**src/rtl/psd_pkg.sv**
```systemverilog
package psd_pkg;
  localparam int A_W   = 5;
  localparam int B_W   = 13;
  localparam int P_W   = 6;
  localparam int B_MIN = 3;

  // Base modulus for a variant and select bit
  function automatic logic [P_W-1:0] base_modulus(input bit wide, input logic sel);
    logic [P_W-1:0] p;
    if (wide) p = sel ? P_W'(32) : P_W'(16);
    else      p = sel ? P_W'(16) : P_W'(8);
    return p;
  endfunction

  // Programming rules
  function automatic logic cfg_ok(input logic [P_W-1:0] p,
                                  input logic [A_W-1:0] a,
                                  input logic [B_W-1:0] b);
    logic [B_W-1:0] a_ext;
    logic [B_W-1:0] p_ext;
    a_ext = {{(B_W-A_W){1'b0}}, a};
    p_ext = {{(B_W-P_W){1'b0}}, p};
    return (b >= B_W'(B_MIN)) && (a_ext <= b) && (a_ext <= p_ext);
  endfunction
endpackage

```
**src/rtl/psd_cfg_reg.sv**
```systemverilog
module psd_cfg_reg
  import psd_pkg::*;
#(
  parameter bit WIDE_VARIANT = 1'b1
) (
  input  logic           clk,
  input  logic           rst_n,
  input  logic           hold,
  input  logic           end_evt,
  input  logic           sel_in,
  input  logic [A_W-1:0] a_in,
  input  logic [B_W-1:0] b_in,
  output logic [A_W-1:0] cfg_a,
  output logic [B_W-1:0] cfg_b,
  output logic [P_W-1:0] cfg_p,
  output logic           cfg_err
);
  logic           cfg_sel;
  logic [P_W-1:0] p_in;
  logic           legal_in;
  logic           take;

  assign p_in     = base_modulus(WIDE_VARIANT, sel_in);
  assign legal_in = cfg_ok(p_in, a_in, b_in);
  assign take     = (hold || end_evt) && legal_in;   // boundary load, R5 load in hold

  always_ff @(posedge clk or negedge rst_n) begin
    if (!rst_n) begin
      cfg_sel <= 1'b0;
      cfg_a   <= '0;
      cfg_b   <= B_W'(B_MIN);
      cfg_err <= 1'b0;
    end else begin
      if (take) begin
        cfg_sel <= sel_in;
        cfg_a   <= a_in;
        cfg_b   <= b_in;
      end
      cfg_err <= !legal_in;
    end
  end

  assign cfg_p = base_modulus(WIDE_VARIANT, cfg_sel);

  AST_CFG_IGNORE_ILLEGAL: assert property (@(posedge clk) disable iff (!rst_n)
    !legal_in |=> ($stable(cfg_a) && $stable(cfg_b) && $stable(cfg_sel)));
  AST_CFG_STAYS_LEGAL: assert property (@(posedge clk) disable iff (!rst_n)
    cfg_ok(cfg_p, cfg_a, cfg_b));
  AST_CFG_MIDPERIOD_STABLE: assert property (@(posedge clk) disable iff (!rst_n)
    (!hold && !end_evt) |=> ($stable(cfg_a) && $stable(cfg_b) && $stable(cfg_sel)));
endmodule

```
**src/rtl/psd_prescaler.sv**
```systemverilog
module psd_prescaler
  import psd_pkg::*;
(
  input  logic           clk,
  input  logic           rst_n,
  input  logic           hold,
  input  logic           swallow,
  input  logic [P_W-1:0] p_base,
  output logic           pre_tc
);
  logic [P_W-1:0] cnt;
  logic [P_W-1:0] last;

  // P+1 while swallowing, else P
  assign last   = swallow ? p_base : p_base - 1'b1;
  assign pre_tc = !hold && (cnt == last);

  always_ff @(posedge clk or negedge rst_n) begin
    if (!rst_n)      cnt <= '0;
    else if (hold)   cnt <= '0;
    else if (pre_tc) cnt <= '0;
    else             cnt <= cnt + 1'b1;
  end

  AST_PRE_BOUND: assert property (@(posedge clk) disable iff (!rst_n)
    cnt <= p_base);
  AST_PRE_HOLD_PARK: assert property (@(posedge clk) disable iff (!rst_n)
    hold |=> (cnt == '0));
endmodule

```
**src/rtl/psd_swallow_ctrl.sv**
```systemverilog
module psd_swallow_ctrl
  import psd_pkg::*;
(
  input  logic           clk,
  input  logic           rst_n,
  input  logic           hold,
  input  logic           pre_tc,
  input  logic [A_W-1:0] cfg_a,
  input  logic [B_W-1:0] cfg_b,
  output logic           swallow,
  output logic           end_evt
);
  logic [A_W-1:0] a_cnt;
  logic [B_W-1:0] b_cnt;
  logic           last_b;

  assign swallow = (a_cnt < cfg_a);
  assign last_b  = (b_cnt == cfg_b - 1'b1);
  assign end_evt = pre_tc && last_b;

  always_ff @(posedge clk or negedge rst_n) begin
    if (!rst_n) begin
      a_cnt <= '0;
      b_cnt <= '0;
    end else if (hold || end_evt) begin
      a_cnt <= '0;
      b_cnt <= '0;
    end else if (pre_tc) begin
      b_cnt <= b_cnt + 1'b1;
      if (swallow) a_cnt <= a_cnt + 1'b1;
    end
  end

  AST_SWALLOW_BOUND: assert property (@(posedge clk) disable iff (!rst_n)
    a_cnt <= cfg_a);
  AST_MAIN_BOUND: assert property (@(posedge clk) disable iff (!rst_n)
    b_cnt < cfg_b);
  AST_SWALLOW_DONE: assert property (@(posedge clk) disable iff (!rst_n)
    end_evt |-> ((A_W+1)'(a_cnt) + (A_W+1)'(swallow) == (A_W+1)'(cfg_a)));
  AST_HOLD_LOAD_POINT: assert property (@(posedge clk) disable iff (!rst_n)
    hold |=> (a_cnt == '0 && b_cnt == '0));
endmodule

```
**src/rtl/pulse_swallow_divider.sv**
```systemverilog
module pulse_swallow_divider
  import psd_pkg::*;
#(
  parameter bit WIDE_VARIANT = 1'b1
) (
  input  logic           clk_in,
  input  logic           rst_n,
  input  logic           hold,
  input  logic           modsel,
  input  logic [A_W-1:0] a_val,
  input  logic [B_W-1:0] b_val,
  output logic           div_out,
  output logic           cfg_err
);
  logic [A_W-1:0] cfg_a;
  logic [B_W-1:0] cfg_b;
  logic [P_W-1:0] cfg_p;
  logic           swallow;
  logic           pre_tc;
  logic           end_evt;

  psd_cfg_reg #(.WIDE_VARIANT(WIDE_VARIANT)) u_cfg (
    .clk(clk_in), .rst_n(rst_n), .hold(hold), .end_evt(end_evt),
    .sel_in(modsel), .a_in(a_val), .b_in(b_val),
    .cfg_a(cfg_a), .cfg_b(cfg_b), .cfg_p(cfg_p), .cfg_err(cfg_err)
  );

  psd_prescaler u_pre (
    .clk(clk_in), .rst_n(rst_n), .hold(hold), .swallow(swallow),
    .p_base(cfg_p), .pre_tc(pre_tc)
  );

  psd_swallow_ctrl u_ctl (
    .clk(clk_in), .rst_n(rst_n), .hold(hold), .pre_tc(pre_tc),
    .cfg_a(cfg_a), .cfg_b(cfg_b), .swallow(swallow), .end_evt(end_evt)
  );

  always_ff @(posedge clk_in or negedge rst_n) begin
    if (!rst_n)    div_out <= 1'b0;
    else if (hold) div_out <= 1'b0;
    else           div_out <= end_evt;
  end

  AST_PULSE_ONE_CYCLE: assert property (@(posedge clk_in) disable iff (!rst_n)
    div_out |=> !div_out);
  AST_HOLD_QUIET: assert property (@(posedge clk_in) disable iff (!rst_n)
    hold |=> !div_out);
endmodule

```
**config.mk**
```make
export PLATFORM = sky130hd
export DESIGN_NAME = pulse_swallow_divider
export DESIGN_NICKNAME = d
export VERILOG_FILES = /design/src/rtl/psd_pkg.sv /design/src/rtl/psd_cfg_reg.sv /design/src/rtl/psd_prescaler.sv /design/src/rtl/psd_swallow_ctrl.sv /design/src/rtl/pulse_swallow_divider.sv
export SDC_FILE = /design/constraint.sdc
export NUM_CORES = 1
export LEC_CHECK = 0
export BUFFER_PORTS_ARGS = -buffer_cell sky130_fd_sc_hd__clkbuf_2
export CAP_MARGIN = 20
export CORE_UTILIZATION = 35
export CTS_CLUSTER_SIZE = 24
export DETAILED_ROUTE_END_ITERATION = 16
export GPL_ROUTABILITY_DRIVEN = 0
export PLACE_DENSITY_LB_ADDON = 0.1
export SLEW_MARGIN = 20
export SYNTH_ARGS = -nofsm -noshare
export SYNTH_HDL_FRONTEND = slang
export SYNTH_SLANG_ARGS = --single-unit
```
**constraint.sdc**
```tcl
create_clock -name clk_in -period 6.1 [get_ports clk_in]
set_input_delay 1.22 -clock clk_in [delete_from_list [all_inputs] [get_ports clk_in]]
set_output_delay 1.22 -clock clk_in [all_outputs]
set_load 0.02 [all_outputs]
```
==> results list <==
- Outcome: complete, no violations
* Clock tree root driver cell: clkbuf_8
* Cts bufs inserted: 5
- Main combinational cell family by area after synthesis: simple AND/OR/NAND/NOR gates
* Cts-stage hold buffer count: 0
- The clock reaches the later pin of the worst-skew pair after around 0.30 ns.
* Final Cycle Share: 0.804
- The die is around 90 um tall.
- Unrepaired setup endpoints after global routing: no
- Buffers added to address setup during post-CTS repair amount to 0.
- Wire length per cell: between 10 and 15 um
- Together, buffers and inverters on the worst path number 2.
- For this run, the post-layout net count is around 340.
- Element type at the critical path start: flop
- TritonCTS built the clock tree.
* Total iterations of the first detailed-routing run: 4
* Non-filler cells, final: 402
- Static Leakage: 1.41 nW
- The post-synthesis compound-gate area fraction was 0.0984.
* Initial core utilization: 0.365
* #FFs+latches synth: 45
* Internal Pwr Total: 0.000480 W
- Of the synthesized area, sequential elements account for 0.398.
* Number of antenna violations at the first check in global routing: 0
* Warnings, synthesis: 0
- Core Footprint: about 8000 um^2
- Switching power summed over all nets: 0.000203 W
- Floorplan die area: approximately 8500 um^2
- Slowest cell on crit path: o311a_1
- Number of hold-slack violations in the final timing report: 0
- Maximum capacitance violations: 0
- # placed instances: ~390
- Transition at the pin with the smallest max-transition slack: around 1.1 ns
- DRC violation count after routing: 0
- Power density relative to cell area: ~220 nW/um^2
- A synthesized cell averages about 10 um^2.
- Clock sink count: 45
- Prevailing post-synth register cell: dfrtp_1
- The die is 92.0 um wide.
- Worst vdd rail ir drop: about 0.087 mV
- Pin count of the biggest net entering global routing: 46
- By instance count, the cell type seen most on the critical path is ha_1.
- Once layout is complete, the utilization of the core stands at 0.398.
- The number of slew-limit violations in the final report is 0.
- Post-Synth Adder-Cell Area: 0.0618
* Worst hold path cell count: 1
* Cell count after synthesis: between 200 and 300
- Total wire length after detailed routing: around 6000 um
- Shortest period the worst path allows: 4.90 ns
- Setup violations remaining at the end of the flow were counted as 0.
- Fraction of synthesized cell area in xor and xnor cells: 0.111
- By area the synthesized netlist is led by dfrtp_1 (38%), xor2_1 (8.0%), ha_1 (6.2%).
* Multiplexer share of the synthesized area: 0.103
- Vias per inst: between 5 and 6
- # port buffers: 23
- Total Power Consumption: 0.000683 W
- In the final layout, the share of cells above drive strength 1 is 0.183.
- Summed over all nets, the half-perimeter wirelength after detailed placement is 4430 um.
- Simple-gate share of the synthesized area: 0.172
- Critical path endpoint category: flop
- The synthesized netlist contains 54 unique library cells.
- Data arrival time of the critical path: roughly 5.1 ns
- For this block, the via count after detailed routing is approximately 2000.
- On the worst path, the slowest cell contributes a delay of around 1.0 ns.
* Number of H-tree levels: 2
- In this run the remaining antenna-violating nets after routing total 0.
* Clk network pwr share: 0.282
- The synthesized netlist occupies a cell area of around 2800 um^2.
- The via count of the first global-routing pass is 2030.
- The worst register-to-register path has a depth of 14.
- Count of flip-flops with a built-in enable after synthesis: 0
- Post-synth net total: 318
* Share of power burned in combinational logic: 0.204
- Number of design-rule violations left by the first detailed-router iteration: 64
- Register clock-pin slew on the reported worst setup and hold paths: about 0.080 ns
- Critical Path, Cell by Cell: ha_1 -> a21o_1 -> a31oi_1 -> o21ai_0 -> inv_1 -> ha_1 -> xor2_1 -> nor3_1 -> nand2_1 -> mux2i_1 -> buf_4 -> a41o_1 -> o311a_1 -> mux2_2
* Ports placed on the boundary: 24
* Bufs on Longest Clock Path: 2
- At the worst endpoint, the required time is around 6.3 ns.
* Signed area change from the synthesized netlist to the final layout: 9.09%
- Summed negative setup slack over all endpoints: 0 ns
- Wire length of the first global-routing pass: between 10000 and 15000 um
* Type of the tightest min-delay check: reg2reg
* Synth area leader: dfrtp_1
* Placement row count: 32
- Worst path depth: 14
- The setup path with the least slack is of type reg2reg.
- Achievable frequency: about 200 MHz
- In the global route stage, overall resource usage came out at 0.154.
- Highest fanout seen on the critical path: 19
* Total of cells resized after clock tree synthesis: 0
- Fraction of synthesized cell area taken by the top area cell type: 0.380
* Clock skew: approximately 0.0042 ns
- In the synthesized netlist the async set-or-reset flop fraction comes to 1.00.
- dfrtp_1 is the most common cell in the netlist.
* Remaining max-slew budget at the tightest pin: 0.290
- Congestion Overflow GR: 0
- Most common library cells after synthesis: dfrtp_1 (43), nor2_1 (35), xor2_1 (26)
- Top delay family on crit path: compound AO/OA/AOI/OAI gates
* Relative contribution of sequential cells to total power: 0.514
- Switching part of the total power: 0.297
- Number of diodes: 0
-- power by group through the flow --
stage	logic (W)	registers (W)	clock network, W
after floorplan	0.000112	0.000345	0
after global placement	0.000139	0.000357	0
after detailed placement	0.000140	0.000357	0
after CTS	0.000141	0.000351	0.000201
after global routing	0.000157	0.000356	0.000212
final	0.000140	0.000351	0.000193
-- metal layers --
layer  part of all wire  global-route usage
met1               0.49               0.212
met2               0.45               0.240
met3              0.032              0.0315
met4              0.019              0.0573
met5                  0                   0
-- cells by family (layout without fill, tap and decap cells) --
family | count (synthesis) | count (layout)
mux | 24 | 24
compound gates | 36 | 36
fa+ha+maj | 14 | 14
simple gates | 94 | 94
flops | 45 | 45
buf+inv | 33 | 51
xor+xnor | 36 | 36
-- layout by cell type (no fill, tap or decap), types with 6 or more instances in the layout --
| master | instances |
|---|---|
| clkbuf_2 | 23 |
| clkbuf_8 | 6 |
| dfrtp_1 | 43 |
| ha_1 | 14 |
| inv_1 | 18 |
| mux2_2 | 9 |
| mux2_4 | 8 |
| mux2i_1 | 7 |
| nand2_1 | 11 |
| nand3_1 | 6 |
| nand4_1 | 13 |
| nor2_1 | 35 |
| xnor2_1 | 10 |
| xor2_1 | 26 |
-- per-stage QoR --
step / area (um^2) / hold WS [ns] / setup slack (ns)
6_report: 3090 / 0.513 / 1.20
3_5_place_dp: 3000 / 0.497 / 1.19
5_1_grt: 3090 / 0.537 / 0.759
2_1_floorplan: 2840 / 0.467 / 2.57
4_1_cts: 3090 / 0.515 / 1.19
3_3_place_gp: 3000 / 0.496 / 1.36
-- final timing paths --
path | start | end | slack (ns)
min in group asynchronous | rst_n | u_cfg.cfg_b[6] | 1.00
max in group asynchronous | rst_n | u_ctl.a_cnt[2] | 4.70
worst min register to register | u_cfg.cfg_a[3] | u_cfg.cfg_a[3] | 0.51
worst min-delay path | u_cfg.cfg_a[3] | u_cfg.cfg_a[3] | 0.51
worst max register to register | u_ctl.a_cnt[2] | u_cfg.cfg_a[0] | 1.20
worst max-delay path | u_ctl.a_cnt[2] | u_cfg.cfg_a[0] | 1.20
-- sequential cells by signal (all words and copies together) (netlist names) --
register,count
u_cfg.cfg_sel,1
u_cfg.cfg_a,5
u_pre.cnt,6
div_out,1
u_ctl.a_cnt,5
u_cfg.cfg_b,13
u_cfg.cfg_err,1
u_ctl.b_cnt,13
-- final cells by class --
class / instances / area [um^2]
fillers: 780 / 4670
inverters: 18 / 67.6
flip-flops and latches: 45 / 1130
well taps: 102 / 128
clock buffers: 8 / 90.1
repair buffers: 25 / 130
multi-input cells: 204 / 1550
(Power assumes the default switching activity.)
